--- src/rtl/cpmbox_pkg.sv ---
package cpmbox_pkg;
  localparam int DW = 32;
  localparam logic [7:0] OFS_RUN  = 8'h00;
  localparam logic [7:0] OFS_PART = 8'h08;
  localparam logic [7:0] OFS_PX0  = 8'h0C;
  localparam logic [7:0] OFS_PX1  = 8'h10;
  localparam logic [7:0] OFS_DX0  = 8'h14;
  localparam logic [7:0] OFS_DX1  = 8'h18;
  localparam logic [7:0] OFS_C2H  = 8'h1C;
  localparam logic [7:0] OFS_H2C  = 8'h24;
  localparam logic [7:0] OFS_PC   = 8'h60;
  localparam logic [7:0] OFS_WDT  = 8'h84;
  localparam int NWIN = 4;
  localparam logic [DW-1:0] STAT_MSG  = 32'h0000_0100;
  localparam logic [DW-1:0] STAT_WDT  = 32'h0000_0001;
  localparam logic [DW-1:0] STAT_MASK = STAT_MSG | STAT_WDT;
  localparam logic [DW-1:0] PAGE_MASK = 32'hFFFF_F000;
  localparam int WDT_EN_BIT = 31;
endpackage

--- src/rtl/cpmbox_extwin.sv ---
module cpmbox_extwin
  import cpmbox_pkg::*;
#(
  parameter bit IS_FIRST = 1'b1
) (
  input  logic          clk_i,
  input  logic          rst_ni,
  input  logic          we_i,
  input  logic [DW-1:0] wdata_i,
  output logic [DW-1:0] base_o
);
  localparam logic [DW-1:0] KEEP = IS_FIRST ? (PAGE_MASK | 32'h1) : PAGE_MASK;
  localparam logic [DW-1:0] RST  = IS_FIRST ? 32'h1 : 32'h0;

  always_ff @(posedge clk_i or negedge rst_ni) begin
    if (!rst_ni)   base_o <= RST;
    else if (we_i) base_o <= wdata_i & KEEP;
  end
endmodule

--- src/rtl/cpmbox_status.sv ---
module cpmbox_status
  import cpmbox_pkg::*;
(
  input  logic          clk_i,
  input  logic          rst_ni,
  input  logic          we_i,
  input  logic [DW-1:0] wdata_i,
  input  logic          msg_i,
  input  logic          wdt_i,
  input  logic          wdt_en_i,
  output logic [DW-1:0] stat_o
);
  logic msg_pend_q, wdt_pend_q;
  logic msg_rdy, wdt_rdy, free;

  assign msg_rdy = msg_pend_q | msg_i;
  assign wdt_rdy = wdt_pend_q | (wdt_i & wdt_en_i);
  assign free    = !we_i && (stat_o == '0);

  always_ff @(posedge clk_i or negedge rst_ni) begin
    if (!rst_ni) begin
      stat_o     <= '0;
      msg_pend_q <= 1'b0;
      wdt_pend_q <= 1'b0;
    end else begin
      msg_pend_q <= msg_rdy;
      wdt_pend_q <= wdt_rdy;
      if (we_i) begin
        stat_o <= wdata_i & STAT_MASK;
      end else if (free && wdt_rdy) begin
        stat_o     <= STAT_WDT;  // watchdog outranks messages
        wdt_pend_q <= 1'b0;
      end else if (free && msg_rdy) begin
        stat_o     <= STAT_MSG;
        msg_pend_q <= 1'b0;
      end
    end
  end
endmodule

--- src/rtl/cpmbox_regs.sv ---
module cpmbox_regs
  import cpmbox_pkg::*;
#(
  parameter int ADDR_W = 8,
  parameter int PC_W   = 32
) (
  input  logic                clk_i,
  input  logic                rst_ni,
  input  logic                wr_en_i,
  input  logic [ADDR_W-1:0]   addr_i,
  input  logic [31:0]         wdata_i,
  output logic [31:0]         rdata_o,
  input  logic                cp_take_i,
  input  logic                cp_msg_i,
  input  logic                wdt_expire_i,
  input  logic [PC_W-1:0]     pc_i,
  output logic                cp_run_o,
  output logic                doorbell_o,
  output logic                irq_o,
  output logic [31:0]         part_cfg_o,
  output logic [NWIN*32-1:0]  ext_base_o,
  output logic                wdt_en_o
);
  localparam logic [7:0] WIN_OFS [NWIN] = '{OFS_PX0, OFS_PX1, OFS_DX0, OFS_DX1};

  function automatic logic hit(input logic [ADDR_W-1:0] a, input logic [7:0] o);
    return a == ADDR_W'(o);
  endfunction

  logic          run_q;
  logic [DW-1:0] part_q, h2c_q, wdt_q, stat_q;

  always_ff @(posedge clk_i or negedge rst_ni) begin
    if (!rst_ni) begin
      run_q  <= 1'b0;
      part_q <= '0;
      h2c_q  <= '0;
      wdt_q  <= '0;
    end else begin
      if (wr_en_i && hit(addr_i, OFS_RUN))  run_q  <= wdata_i[0];
      if (wr_en_i && hit(addr_i, OFS_PART)) part_q <= wdata_i;
      if (wr_en_i && hit(addr_i, OFS_WDT))  wdt_q  <= wdata_i;
      if (wr_en_i && hit(addr_i, OFS_H2C))  h2c_q  <= wdata_i;
      else if (cp_take_i)                   h2c_q  <= '0;
    end
  end

  for (genvar g = 0; g < NWIN; g++) begin : g_win
    cpmbox_extwin #(.IS_FIRST((g % 2) == 0)) u_win (
      .clk_i   (clk_i),
      .rst_ni  (rst_ni),
      .we_i    (wr_en_i && hit(addr_i, WIN_OFS[g])),
      .wdata_i (wdata_i),
      .base_o  (ext_base_o[g*32 +: 32])
    );
  end

  cpmbox_status u_stat (
    .clk_i    (clk_i),
    .rst_ni   (rst_ni),
    .we_i     (wr_en_i && hit(addr_i, OFS_C2H)),
    .wdata_i  (wdata_i),
    .msg_i    (cp_msg_i),
    .wdt_i    (wdt_expire_i),
    .wdt_en_i (wdt_q[WDT_EN_BIT]),
    .stat_o   (stat_q)
  );

  always_comb begin
    rdata_o = '0;
    if (hit(addr_i, OFS_RUN))  rdata_o = {31'b0, run_q};
    if (hit(addr_i, OFS_PART)) rdata_o = part_q;
    if (hit(addr_i, OFS_C2H))  rdata_o = stat_q;
    if (hit(addr_i, OFS_H2C))  rdata_o = h2c_q;
    if (hit(addr_i, OFS_PC))   rdata_o = 32'(pc_i);
    if (hit(addr_i, OFS_WDT))  rdata_o = wdt_q;
    for (int i = 0; i < NWIN; i++)
      if (hit(addr_i, WIN_OFS[i])) rdata_o = ext_base_o[i*32 +: 32];
  end

  assign cp_run_o   = run_q;
  assign part_cfg_o = part_q;
  assign doorbell_o = |h2c_q;
  assign irq_o      = |stat_q;
  assign wdt_en_o   = wdt_q[WDT_EN_BIT];
endmodule

--- config.mk ---
export PLATFORM = sky130hd
export DESIGN_NAME = cpmbox_regs
export DESIGN_NICKNAME = d
export VERILOG_FILES = /design/src/rtl/cpmbox_pkg.sv /design/src/rtl/cpmbox_extwin.sv /design/src/rtl/cpmbox_status.sv /design/src/rtl/cpmbox_regs.sv
export SDC_FILE = /design/constraint.sdc
export NUM_CORES = 1
export LEC_CHECK = 0
export ABC_AREA = 1
export BUFFER_PORTS_ARGS = -buffer_cell sky130_fd_sc_hd__buf_2
export CORE_UTILIZATION = 45
export CTS_BUF_LIST = sky130_fd_sc_hd__clkbuf_4
export CTS_CLUSTER_DIAMETER = 40
export DETAILED_ROUTE_END_ITERATION = 10
export GPL_ROUTABILITY_DRIVEN = 0
export PLACE_DENSITY = 0.71
export SLEW_MARGIN = 20
export SYNTH_ARGS = -nofsm -noshare
export SYNTH_HDL_FRONTEND = slang
export SYNTH_SLANG_ARGS = --single-unit
--- constraint.sdc ---
create_clock -name clk_i -period 2.7 [get_ports clk_i]
set_clock_uncertainty 0.2 [all_clocks]
set_input_delay 0.54 -clock clk_i [delete_from_list [all_inputs] [get_ports clk_i]]
set_output_delay 0.54 -clock clk_i [all_outputs]
set_load 0.005 [all_outputs]
# Word-level counts from Yosys, hierarchy flattened
# Cells that the tools add are included.
# W data, S select, Z words.
# classes
reduce_logical,19
bitwise,3
eq_ne,9
mux,20
# ops
cell,n
$mux W32,14
$reduce_or A32 Y1,2
$eq A8 B5 Y1 const B,4
$logic_not A32 Y1,1
$eq A8 B4 Y1 const B,2
$logic_and A1 B1 Y1,12
$eq A8 B6 Y1 const B,1
$eq A8 B7 Y1 const B,1
$eq A8 B8 Y1 const B,1
$logic_not A8 Y1,1
$mux W1,6
$reduce_bool A3 Y1,1
$or A1 B1 Y1,2
$reduce_bool A2 Y1,1
$and A1 B1 Y1,1
$logic_not A1 Y1,1
# word_totals
reg_bits,213
output_inout_bits,196
elab_cells,62
in_bits,78

# Logic depth before layout (Yosys ltp)
# Gate-level depths: netlist of run 1.
# logic_depth
depth_word,11
depth_mapped,10
depth_no_buf,9

# Cells and area by module
# Synthesis of run 1 repeated with hierarchy kept, for this count alone.
# hier_totals
hier_cells,1394
hier_area_um2,10057.1
# modules_own_cells
module,area_each_um2,cells_per_inst,instances
cpmbox_regs,6115.9,937,1
cpmbox_extwin (g_win[0].u_win ...),890.9,101,2
cpmbox_extwin (g_win[1].u_win ...),860.8,98,2
cpmbox_status,437.9,59,1

# Worst setup path before layout of run 1
# OpenSTA, ideal clock, no wires.
# synth_timing
path_type,input -> output
start,input port addr_i[1]
end,output port rdata_o[8]
cell_stages,7
setup_slack_ns,0.543
arrival_ns,1.417
cell_sequence,nor2_1 > nand3_1 > nor2_4 > buf_2 > nand2_1 > nand3_1 > o22a_1
# synth_via
elab_chain_len,10
word_cells_on_any_way,18
# synth_lines
element,line,rtl
start: declaration,cpmbox_regs.sv:10,"input logic [ADDR_W-1:0] addr_i,"
$eq A8 B4 Y1,cpmbox_regs.sv:27,return a == ADDR_W'(o);
$mux W32,cpmbox_regs.sv:72,"if (hit(addr_i, OFS_PART)) rdata_o = part_q;"
$mux W32,cpmbox_regs.sv:73,"if (hit(addr_i, OFS_C2H)) rdata_o = stat_q;"
$mux W32,cpmbox_regs.sv:74,"if (hit(addr_i, OFS_H2C)) rdata_o = h2c_q;"
$mux W32,cpmbox_regs.sv:75,"if (hit(addr_i, OFS_PC)) rdata_o = 32'(pc_i);"
$mux W32,cpmbox_regs.sv:76,"if (hit(addr_i, OFS_WDT)) rdata_o = wdt_q;"
$mux W32 (3 in a row),cpmbox_regs.sv:78,"if (hit(addr_i, WIN_OFS[i])) rdata_o = ext_base_o[i*32 +: 32];"
$mux W32 *,cpmbox_regs.sv:78,
end: declaration,cpmbox_regs.sv:12,"output logic [31:0] rdata_o,"
# Mark *: on every way between the ends. The rest lies on a longest branch, timed or not.

# Worst setup path after layout of run 1
# layout_timing
start,register h2c_q[22]
end,output port doorbell_o
# layout_via
elab_chain_len,1
# layout_lines
element,line,rtl
start: declaration,cpmbox_regs.sv:31,"logic [DW-1:0] part_q, h2c_q, wdt_q, stat_q;"
start signal: assignment,cpmbox_regs.sv:43,"if (wr_en_i && hit(addr_i, OFS_H2C)) h2c_q <= wdata_i;"
$reduce_or A32 Y1,cpmbox_regs.sv:83,assign doorbell_o = |h2c_q;
end: declaration,cpmbox_regs.sv:18,"output logic doorbell_o,"
# Every way passes these cells.

==> flow_summary.json, run 1 <==
{
  "wirelength_um": 26600,
  "pre_cts_ws_ns": 0.136,
  "wl_per_cell_um": 16.4,
  "synthTopCellsByArea": "dfrtp_1 (51%), nand2_1 (15%), o21ai_0 (5.3%)",
  "core_area_mm2": 0.0195,
  "critical_path_required_ns": 1.96,
  "yosysWarningCount": 0,
  "cp-start-kind": "register",
  "leakage_nw": 5.68,
  "fmax_ghz": 0.392,
  "drt.antenna.violating_nets": 0,
  "final_cell_area_mm2": 0.0106,
  "category_of_cells_accounting_for_the_largest_share_of_critical_path_delay": "simple AND/OR/NAND/NOR gates",
  "timing_max_transition_violations_final": 0,
  "grt_start_max_net_pins": 75,
  "syn-cell-area_mm2": 0.00894,
  "fillCellCount": 1914,
  "finalCriticalPeriod_ns": 2.55,
  "yosys_register_bits": 183,
  "area_delta_synth_final_pct": 18.4,
  "fin_util": 0.544,
  "post-route-worst-setup-slack_ns": 0.148,
  "cell_at_the_root_of_the_clock_tree": "clkbuf_4",
  "post_dp_cell_area_mm2": 0.0102,
  "insertion_delay_ns": 0.58,
  "crit_fanout": 3,
  "period_share": 0.945,
  "dr.pass1.iters": 6,
  "setup_crit_path_kind": "register to primary output",
  "rsz0062_at_grt": "yes",
  "timing.critical_path.slowest_cell_delay_ns": 0.48,
  "detailedPlacementHpwl_um": 19100,
  "first_global_vias": 7642,
  "critPathBufInv": 1,
  "ys_seq_area_frac": 0.512,
  "die-width_um": 143,
  "run_status": "complete, no violations",
  "cp_max_delay_cell": "nor4_1",
  "number_of_buffers_inserted_by_port_buffering": 227,
  "slew-limit-headroom": 0.521,
  "peakVddDrop_v": 0.000211,
  "mean_number_of_vias_per_cell": 5.04,
  "drv.max_cap_violation_count": 0,
  "ratio_of_cells_with_drive_above_1_in_the_final_layout": 0.231,
  "yosysTopAreaCellShare": 0.506,
  "antenna_violations_before_repair": 1,
  "post-synth-top-area-cell": "dfrtp_1",
  "tritoncts": "built",
  "crit_arrival_ns": 1.81,
  "cts.htree.levels": 4,
  "number_of_clock_sinks_seen_by_cts": 183,
  "power.total_w": 0.00492,
  "timing.hold.ws_ns": 0.0442,
  "yosys.cell_types.count": 28,
  "post_synth.cell_area_avg_um2": 7.96,
  "count_of_standard_cell_rows": 51,
  "vias": 8183,
  "worstPathCellList": "nor4_1 > nand4_1 > buf_2",
  "drtIter0Drc": 564,
  "globalRouteOverflowTotal": 0,
  "setup-violations-final": 0,
  "clk_path_buf_depth": 2,
  "min-delay-path-class": "input pin to register",
  "syn-instance-count": 1123,
  "cts.clk_slew.worst_paths_ns": 0.16,
  "power_density_mw_per_mm2": 464,
  "postCtsSetupRepairBufs": 0,
  "floorplan.io_pins": 274,
  "worst-slew-pin-transition_ns": 0.718,
  "timing.final.hold_violations": 0,
  "number_of_buffers_inserted_during_clock_tree_synthesis": 17,
  "critical_path.endpoint_type": "primary output",
  "layout.nets": 1422,
  "groute.usage.overall": 0.270,
  "fp.dieH_um": 143,
  "global_route_wire_length_before_repair_um": 41400,
  "start_util": 0.460,
  "drcViolationCount": 0,
  "floorplan_die_area_mm2": 0.0204
}
## stage by stage
stage	std cells	setup TNS [ns]
after floorplan	1168	0
after global placement	1584	0
after detailed placement	1584	0
after CTS	1621	0
after global routing	1623	-0.0323
final	1623	0
## per-layer routing
| metal | vias up | track usage | part of all wire | wire length (µm) |
|---|---|---|---|---|
| met5 | - | 0 | 0 | 0 |
| met1 | 3852 | 0.353 | 0.43 | 11400 |
| met4 | 0 | 0.102 | 0.026 | 702 |
| met3 | 44 | 0.0557 | 0.070 | 1860 |
| li1 | 3960 | - | - | - |
| met2 | 327 | 0.441 | 0.48 | 12700 |
## sequential cells by signal, summed over array words and instances, names as in the netlist
register            flops
u_stat.stat_o           2
cp_run_o                1
u_stat.wdt_pend_q       1
wdt_q                  32
g_win.u_win.base_o     82
u_stat.msg_pend_q       1
h2c_q                  32
part_cfg_o             32
## final timing paths
check | depth (start not counted) | endpoint | slack [ns] | startpoint
setup reg to reg | 4 | u_stat.msg_pend_q | 1.40 | wdt_q[31]
max in group asynchronous | 3 | h2c_q[7] | 1.21 | rst_ni
setup / recovery | 3 | doorbell_o | 0.15 | h2c_q[22]
min in group asynchronous | 2 | g_win[1].u_win.base_o[12] | 0.33 | rst_ni
hold reg to reg | 2 | g_win[2].u_win.base_o[0] | 0.29 | g_win[2].u_win.base_o[0]
hold / removal | 3 | wdt_q[2] | 0.04 | wdata_i[2]
## worst min-delay path: cells and delay by family
kind	cells	cell delay, ns
AO/OA/AOI/OAI	1	0.08
buffers and inverters	2	0.18
## layout by cell type, fill, tap and decap left out, types with 11 or more instances in the layout
master    netlist  routed
conb_1          1      46
inv_1         110     110
dfrtp_1       181     181
o22a_1         11      11
buf_4          53      19
buf_2          29     226
nand2_1       359     359
clkbuf_4        0      17
o22ai_1        21      21
nand4_1        25      25
nand3_1        53      52
o21ai_0        94      94
o21ai_1        76      76
nor2_1         55      54
## where the power goes
| group | total, W | internal [W] | switching (W) |
|---|---|---|---|
| registers | 0.00294 | 0.00286 | 0.0000880 |
| clock network | 0.00150 | 0.000481 | 0.00101 |
| logic | 0.000478 | 0.000182 | 0.000297 |
| total | 0.00492 | 0.00352 | 0.00140 |
## cell usage after synthesis (all sizes together)
cell type	count
conb	1
nor4	3
inv	115
dfrtp	181
nor2	59
o21ai	170
a21oi	3
nor3	2
dfstp	2
buf	91
nand4	25
o22ai	23
a31oi	2
nand2	368
nand3	53
clkbuf	13
o22a	11
or2	1
## layout make-up
class | count | area (µm²) | share of cell area
tap | 265 | 332 | 0.0313
inverter | 115 | 432 | 0.0408
clock buffer | 17 | 128 | 0.0121
timing repair buffer | 261 | 1530 | 0.144
sequential | 183 | 4580 | 0.433
antenna | 2 | 5.00 | 0.000473
multi-input combinational | 766 | 3440 | 0.325
clock inverter | 14 | 143 | 0.0135
## cells by family after synthesis
logic type,after synthesis,share of synthesized area
AO/OA/AOI/OAI,209,0.126
flip-flops,183,0.512
buffers and inverters,219,0.124
other,1,0.000419
AND/OR/NAND/NOR,511,0.237
## what timing repair did
item / in CTS / in global routing
gates resized for setup: 0 / 4
hold buffers: 6 / 0
endpoints found under the hold margin: 72 / 0
setup endpoints to repair: 0 / 11
No activity file was read; power rests on OpenSTA's default activity.
==> run 2: changes to the inputs <==
--- a/config.mk
+++ b/config.mk
@@ -12,6 +12,7 @@
 export CTS_CLUSTER_DIAMETER = 40
 export DETAILED_ROUTE_END_ITERATION = 10
 export GPL_ROUTABILITY_DRIVEN = 0
+export HOLD_SLACK_MARGIN = 0.08
 export PLACE_DENSITY = 0.71
 export SLEW_MARGIN = 20
 export SYNTH_ARGS = -nofsm -noshare
==> run 2 against run 1 <==
  * Sequential share of layout area fell by 0.45 points
  * Count of clock-buffer cells in the layout stayed put
  * Register-to-register slack about the same
  * Die area did not move
  * Via count is 1.2% higher
  * Critical endpoint is now rdata_o[30]
  * Largest power group unchanged
==> flow_summary.json, run 2 (synthesized netlist as in run 1, its figures left out) <==
{
  "worst-slew-pin-transition_ns": 0.717,
  "postCtsSetupRepairBufs": 0,
  "power_density_mw_per_mm2": 461,
  "detailedPlacementHpwl_um": 19100,
  "final.setup.tns_ns": 0,
  "final_cell_mix": "nand2_1 (359), buf_2 (226), dfrtp_1 (181), inv_1 (110), o21ai_0 (94)",
  "antenna_violations_before_repair": 1,
  "drtIter0Drc": 597,
  "fp.dieH_um": 143,
  "tritoncts": "built",
  "timing.hold.ws_ns": 0.126,
  "fillCellCount": 1901,
  "crit_fanout": 22,
  "critPathBufInv": 3,
  "leading_cell_type_in_the_layout_fill_and_taps_excluded": "nand2_1",
  "reg2reg_depth": 4,
  "period_share": 0.948,
  "first_global_vias": 7743,
  "start_util": 0.460,
  "drv.max_cap_violation_count": 0,
  "ratio_of_cells_with_drive_above_1_in_the_final_layout": 0.229,
  "critical_path.reg2reg.startpoint": "wdt_q[31]",
  "floorplan_die_area_mm2": 0.0204,
  "max_flop_register": "g_win.u_win.base_o",
  "drcViolationCount": 0,
  "slew-limit-headroom": 0.521,
  "fmax_ghz": 0.391,
  "area_delta_synth_final_pct": 19.6,
  "run_status": "complete, no violations",
  "holdCritStartpoint": "wdata_i[12]",
  "number_of_clock_sinks_seen_by_cts": 183,
  "floorplan.io_pins": 274,
  "wl_per_cell_um": 16.5,
  "count_of_standard_cell_rows": 51,
  "finalCriticalPeriod_ns": 2.56,
  "core_area_mm2": 0.0195,
  "dr.pass1.iters": 8,
  "peakVddDrop_v": 0.000212,
  "cell_at_the_root_of_the_clock_tree": "clkbuf_4",
  "insertion_delay_ns": 0.58,
  "global_route_wire_length_before_repair_um": 41700,
  "critical_path_required_ns": 1.96,
  "timing_max_transition_violations_final": 0,
  "worstPathCellList": "buf_2 > nor2_1 > nand3_1 > nor2_2 > buf_12 > a21oi_1 > nand3_1 > nand2_1 > nand3_1 > buf_2",
  "cts.clk_slew.worst_paths_ns": 0.15,
  "drt.antenna.violating_nets": 0,
  "critical_path.endpoint_type": "primary output",
  "timing.rr.end": "u_stat.msg_pend_q",
  "cp_max_delay_cell": "buf_12",
  "r2r_setup_slack_ns": 1.40,
  "die-width_um": 143,
  "number_of_buffers_inserted_by_port_buffering": 227,
  "min_to": "g_win[2].u_win.base_o[12]",
  "wirelength_um": 26900,
  "cts.htree.levels": 4,
  "vias": 8285,
  "largest_register_ffs": 82,
  "layout.nets": 1433,
  "clk_path_buf_depth": 2,
  "cp-start-kind": "input pin",
  "min-delay-path-class": "input pin to register",
  "worst_hold_path.num_cells": 3,
  "setup-violations-final": 0,
  "groute.usage.overall": 0.272,
  "mean_number_of_vias_per_cell": 5.07,
  "crit_arrival_ns": 1.82,
  "leakage_nw": 5.72,
  "grt_start_max_net_pins": 75,
  "timing.critical_path.slowest_cell_delay_ns": 0.21,
  "globalRouteOverflowTotal": 0,
  "rsz0062_at_grt": "yes",
  "category_of_cells_accounting_for_the_largest_share_of_critical_path_delay": "simple AND/OR/NAND/NOR gates",
  "cpMostUsedCell": "nand3_1",
  "number_of_buffers_inserted_during_clock_tree_synthesis": 17,
  "timing.final.hold_violations": 0,
  "setup_crit_path_kind": "input pin to primary output"
}
==> run 2: through the flow <==
| step | area [µm²] | worst slack [ns] | total power, W | std cells | utilization |
|---|---|---|---|---|---|
| after CTS | 10700 | 0.0570 | 0.00497 | 1632 | 0.548 |
| after floorplan | 9110 | 0.543 | 0.00321 | 1168 | - |
| after global placement | 10200 | 0.150 | 0.00345 | 1584 | 0.526 |
| after detailed placement | 10200 | 0.136 | 0.00347 | 1584 | 0.526 |
| after global routing | 10700 | -0.0323 | 0.00516 | 1634 | 0.550 |
| final | 10700 | 0.139 | 0.00493 | 1634 | 0.550 |
==> run 2: routing by layer <==
metal,share of wire,track usage,up-vias
met5,0,0,-
met4,0.028,0.104,0
met3,0.066,0.0560,48
met2,0.47,0.445,336
met1,0.43,0.354,3925
li1,-,-,3976
==> run 2: area by class of cell <==
| class | instances | area, µm² | share of cell area |
|---|---|---|---|
| Sequential cell | 183 | 4580 | 0.428 |
| Multi-Input combinational cell | 766 | 3440 | 0.322 |
| Timing Repair Buffer | 272 | 1640 | 0.153 |
| Inverter | 115 | 432 | 0.0404 |
| Tap cell | 265 | 332 | 0.0310 |
| Clock inverter | 14 | 143 | 0.0133 |
| Clock buffer | 17 | 128 | 0.0119 |
| Antenna cell | 2 | 5.00 | 0.000468 |
==> run 2: worst reg2reg max path: stages (launching register included) <==
cell and delay (ns):
dfrtp_1 0.46, a21oi_1 0.30, inv_1 0.07, o22ai_1 0.14
inv_1 0.06
==> run 2: worst max-delay path by stage <==
stage,from,to,slack [ns],cells after the start
detailed placement,addr_i[1],rdata_o[2],0.14,9
finish,addr_i[6],rdata_o[30],0.14,10
floorplan,addr_i[1],rdata_o[8],0.54,7
global placement,addr_i[6],rdata_o[30],0.15,10
global route,h2c_q[13],doorbell_o,-0.03,5
CTS,h2c_q[22],doorbell_o,0.06,3
==> run 2: timing repair <==
item | 4_1_cts | 5_1_grt
endpoints found under the setup margin | 0 | 11
hold endpoints to repair | 104 | 0
hold buffers | 17 | 0
gates resized for setup | 0 | 4
==> run 2: report_power, final <==
part           total (W)  switching, W  internal, W
clock network    0.00149       0.00101     0.000481
registers        0.00294     0.0000880      0.00286
logic           0.000492      0.000300     0.000192
total            0.00493       0.00140      0.00353
==> run 3: changes to the inputs <==
--- a/config.mk
+++ b/config.mk
@@ -14,6 +14,8 @@
 export GPL_ROUTABILITY_DRIVEN = 0
 export HOLD_SLACK_MARGIN = 0.08
 export PLACE_DENSITY = 0.71
+export RECOVER_POWER = 25
+export SKIP_CTS_REPAIR_TIMING = 1
 export SLEW_MARGIN = 20
 export SYNTH_ARGS = -nofsm -noshare
 export SYNTH_HDL_FRONTEND = slang
==> run 3 against run 2 <==
  * The run now ends with max-capacitance violations, max-slew violations left
  * Global-route usage shrank 0.31 points
  * Combinational power shrank 2%
  * Register-to-register slack is essentially flat
  * Via count decreased by 0.47%
  * Critical endpoint is now doorbell_o
  * Largest cell class unchanged
  * Fmax increased by 0.37%
==> flow_summary.json, run 3 (synthesized netlist as in run 1, its figures left out) <==
{
  "largest_register_ffs": 82,
  "cell_at_the_root_of_the_clock_tree": "clkbuf_4",
  "fin_util": 0.547,
  "floorplan.io_pins": 274,
  "critical_path_required_ns": 1.96,
  "count_of_standard_cell_rows": 51,
  "first_global_vias": 7600,
  "slew-limit-headroom": -0.256,
  "dr.pass1.iters": 6,
  "critical_path.endpoint_type": "primary output",
  "antenna_violations_before_repair": 1,
  "peakVddDrop_v": 0.000212,
  "run_status": "finished with violations",
  "start_util": 0.460,
  "leading_cell_type_in_the_layout_fill_and_taps_excluded": "nand2_1",
  "wl_per_cell_um": 16.4,
  "clk_path_buf_depth": 2,
  "floorplan_die_area_mm2": 0.0204,
  "insertion_delay_ns": 0.59,
  "wirelength_um": 26800,
  "globalRouteOverflowTotal": 0,
  "placed_cells_incl_taps": 1584,
  "number_of_clock_sinks_seen_by_cts": 183,
  "die-width_um": 143,
  "drt.antenna.violating_nets": 0,
  "failing_checks": "max-capacitance violations, max-slew violations",
  "timing_max_transition_violations_final": 74,
  "dr_wl_met3_um": 2020,
  "tritoncts": "built",
  "dr_wl_met2_um": 12800,
  "mean_number_of_vias_per_cell": 5.06,
  "min-delay-path-class": "input pin to register",
  "fmax_ghz": 0.392,
  "max_flop_register": "g_win.u_win.base_o",
  "crit_fanout": 3,
  "setup-violations-final": 0,
  "number_of_buffers_inserted_during_clock_tree_synthesis": 17,
  "final_cell_mix": "nand2_1 (360), buf_2 (224), dfrtp_1 (181), inv_1 (110), o21ai_0 (94)",
  "groute.usage.overall": 0.269,
  "core_area_mm2": 0.0195,
  "power_density_mw_per_mm2": 463,
  "global_route_wire_length_before_repair_um": 41200,
  "layout.nets": 1430,
  "rsz0062_at_grt": "yes",
  "area_delta_synth_final_pct": 19.0,
  "fp.dieH_um": 143,
  "finish.cell_count_without_fillers": 1631,
  "number_of_buffers_inserted_by_port_buffering": 227,
  "cts.clk_slew.worst_paths_ns": 0.16,
  "setup_crit_path_kind": "register to primary output",
  "drv.max_cap_violation_count": 1,
  "cp-start-kind": "register",
  "grt_start_max_net_pins": 75,
  "crit_arrival_ns": 1.81,
  "drtIter0Drc": 609,
  "top_layer_used": "met4",
  "detailedPlacementHpwl_um": 19100,
  "drcViolationCount": 0,
  "met1_length_um": 11200,
  "finalCriticalPeriod_ns": 2.55,
  "leakage_nw": 5.69,
  "timing.final.hold_violations": 0,
  "worst-slew-pin-transition_ns": 1.88,
  "ratio_of_cells_with_drive_above_1_in_the_final_layout": 0.227,
  "vias": 8246,
  "period_share": 0.945,
  "cts.htree.levels": 4
}
==> run 3: changes by cell type in the layout (fill, tap and decap cells not counted), moves of 2 or more <==
cell / delta
clkbuf_1: +2
dlygate4sd3_1: -3
buf_4: -4
buf_2: -2
clkbuf_2: +5
==> run 3: through the flow <==
step / power (W) / setup TNS (ns) / hold slack (ns) / instance area (µm²) / setup slack [ns]
2_1_floorplan: 0.00321 / 0 / 0.0444 / 9110 / 0.543
3_3_place_gp: 0.00345 / 0 / 0.268 / 10200 / 0.150
3_5_place_dp: 0.00347 / 0 / 0.272 / 10200 / 0.136
4_1_cts: 0.00495 / 0 / -0.250 / 10500 / 0.0570
5_1_grt: 0.00516 / -0.589 / 0.0823 / 10600 / -0.0323
6_report: 0.00492 / 0 / 0.100 / 10600 / 0.149
==> run 3: where the power goes <==
group | switching [W] | internal [W]
combinational | 0.000297 | 0.000186
sequential | 0.0000880 | 0.00286
clock | 0.00102 | 0.000481
total | 0.00140 | 0.00352
==> run 3: final timing paths <==
path	start	endpoint	slack, ns	cells past startpoint
setup / recovery	h2c_q[22]	doorbell_o	0.15	3
hold / removal	wdt_expire_i	u_stat.wdt_pend_q	0.10	3
setup reg to reg	wdt_q[31]	u_stat.msg_pend_q	1.40	4
hold reg to reg	g_win[2].u_win.base_o[0]	g_win[2].u_win.base_o[0]	0.29	2
max in group asynchronous	rst_ni	g_win[0].u_win.base_o[0]	0.28	3
min in group asynchronous	rst_ni	g_win[2].u_win.base_o[14]	0.81	2
==> run 3: metal layers <==
metal,global-route usage,up-vias
met4,0.102,0
met1,0.351,3887
met5,0,-
met3,0.0557,54
li1,-,3970
met2,0.439,335
==> run 3: final cells by class <==
cell class              instances  area (µm²)
fillers                      1898        8820
flip-flops and latches        183        4580
multi-input cells             766        3430
repair buffers                269        1590
inverters                     115         432
well taps                     265         332
clock inverters                14         143
clock buffers                  17         128
diodes                          2        5.00
==> run 3: critical path, cell delays in order (launching register included) <==
cell,delay [ns]
dfrtp_1,0.45
nor4_1,0.48
nand4_1,0.14
buf_2,0.17
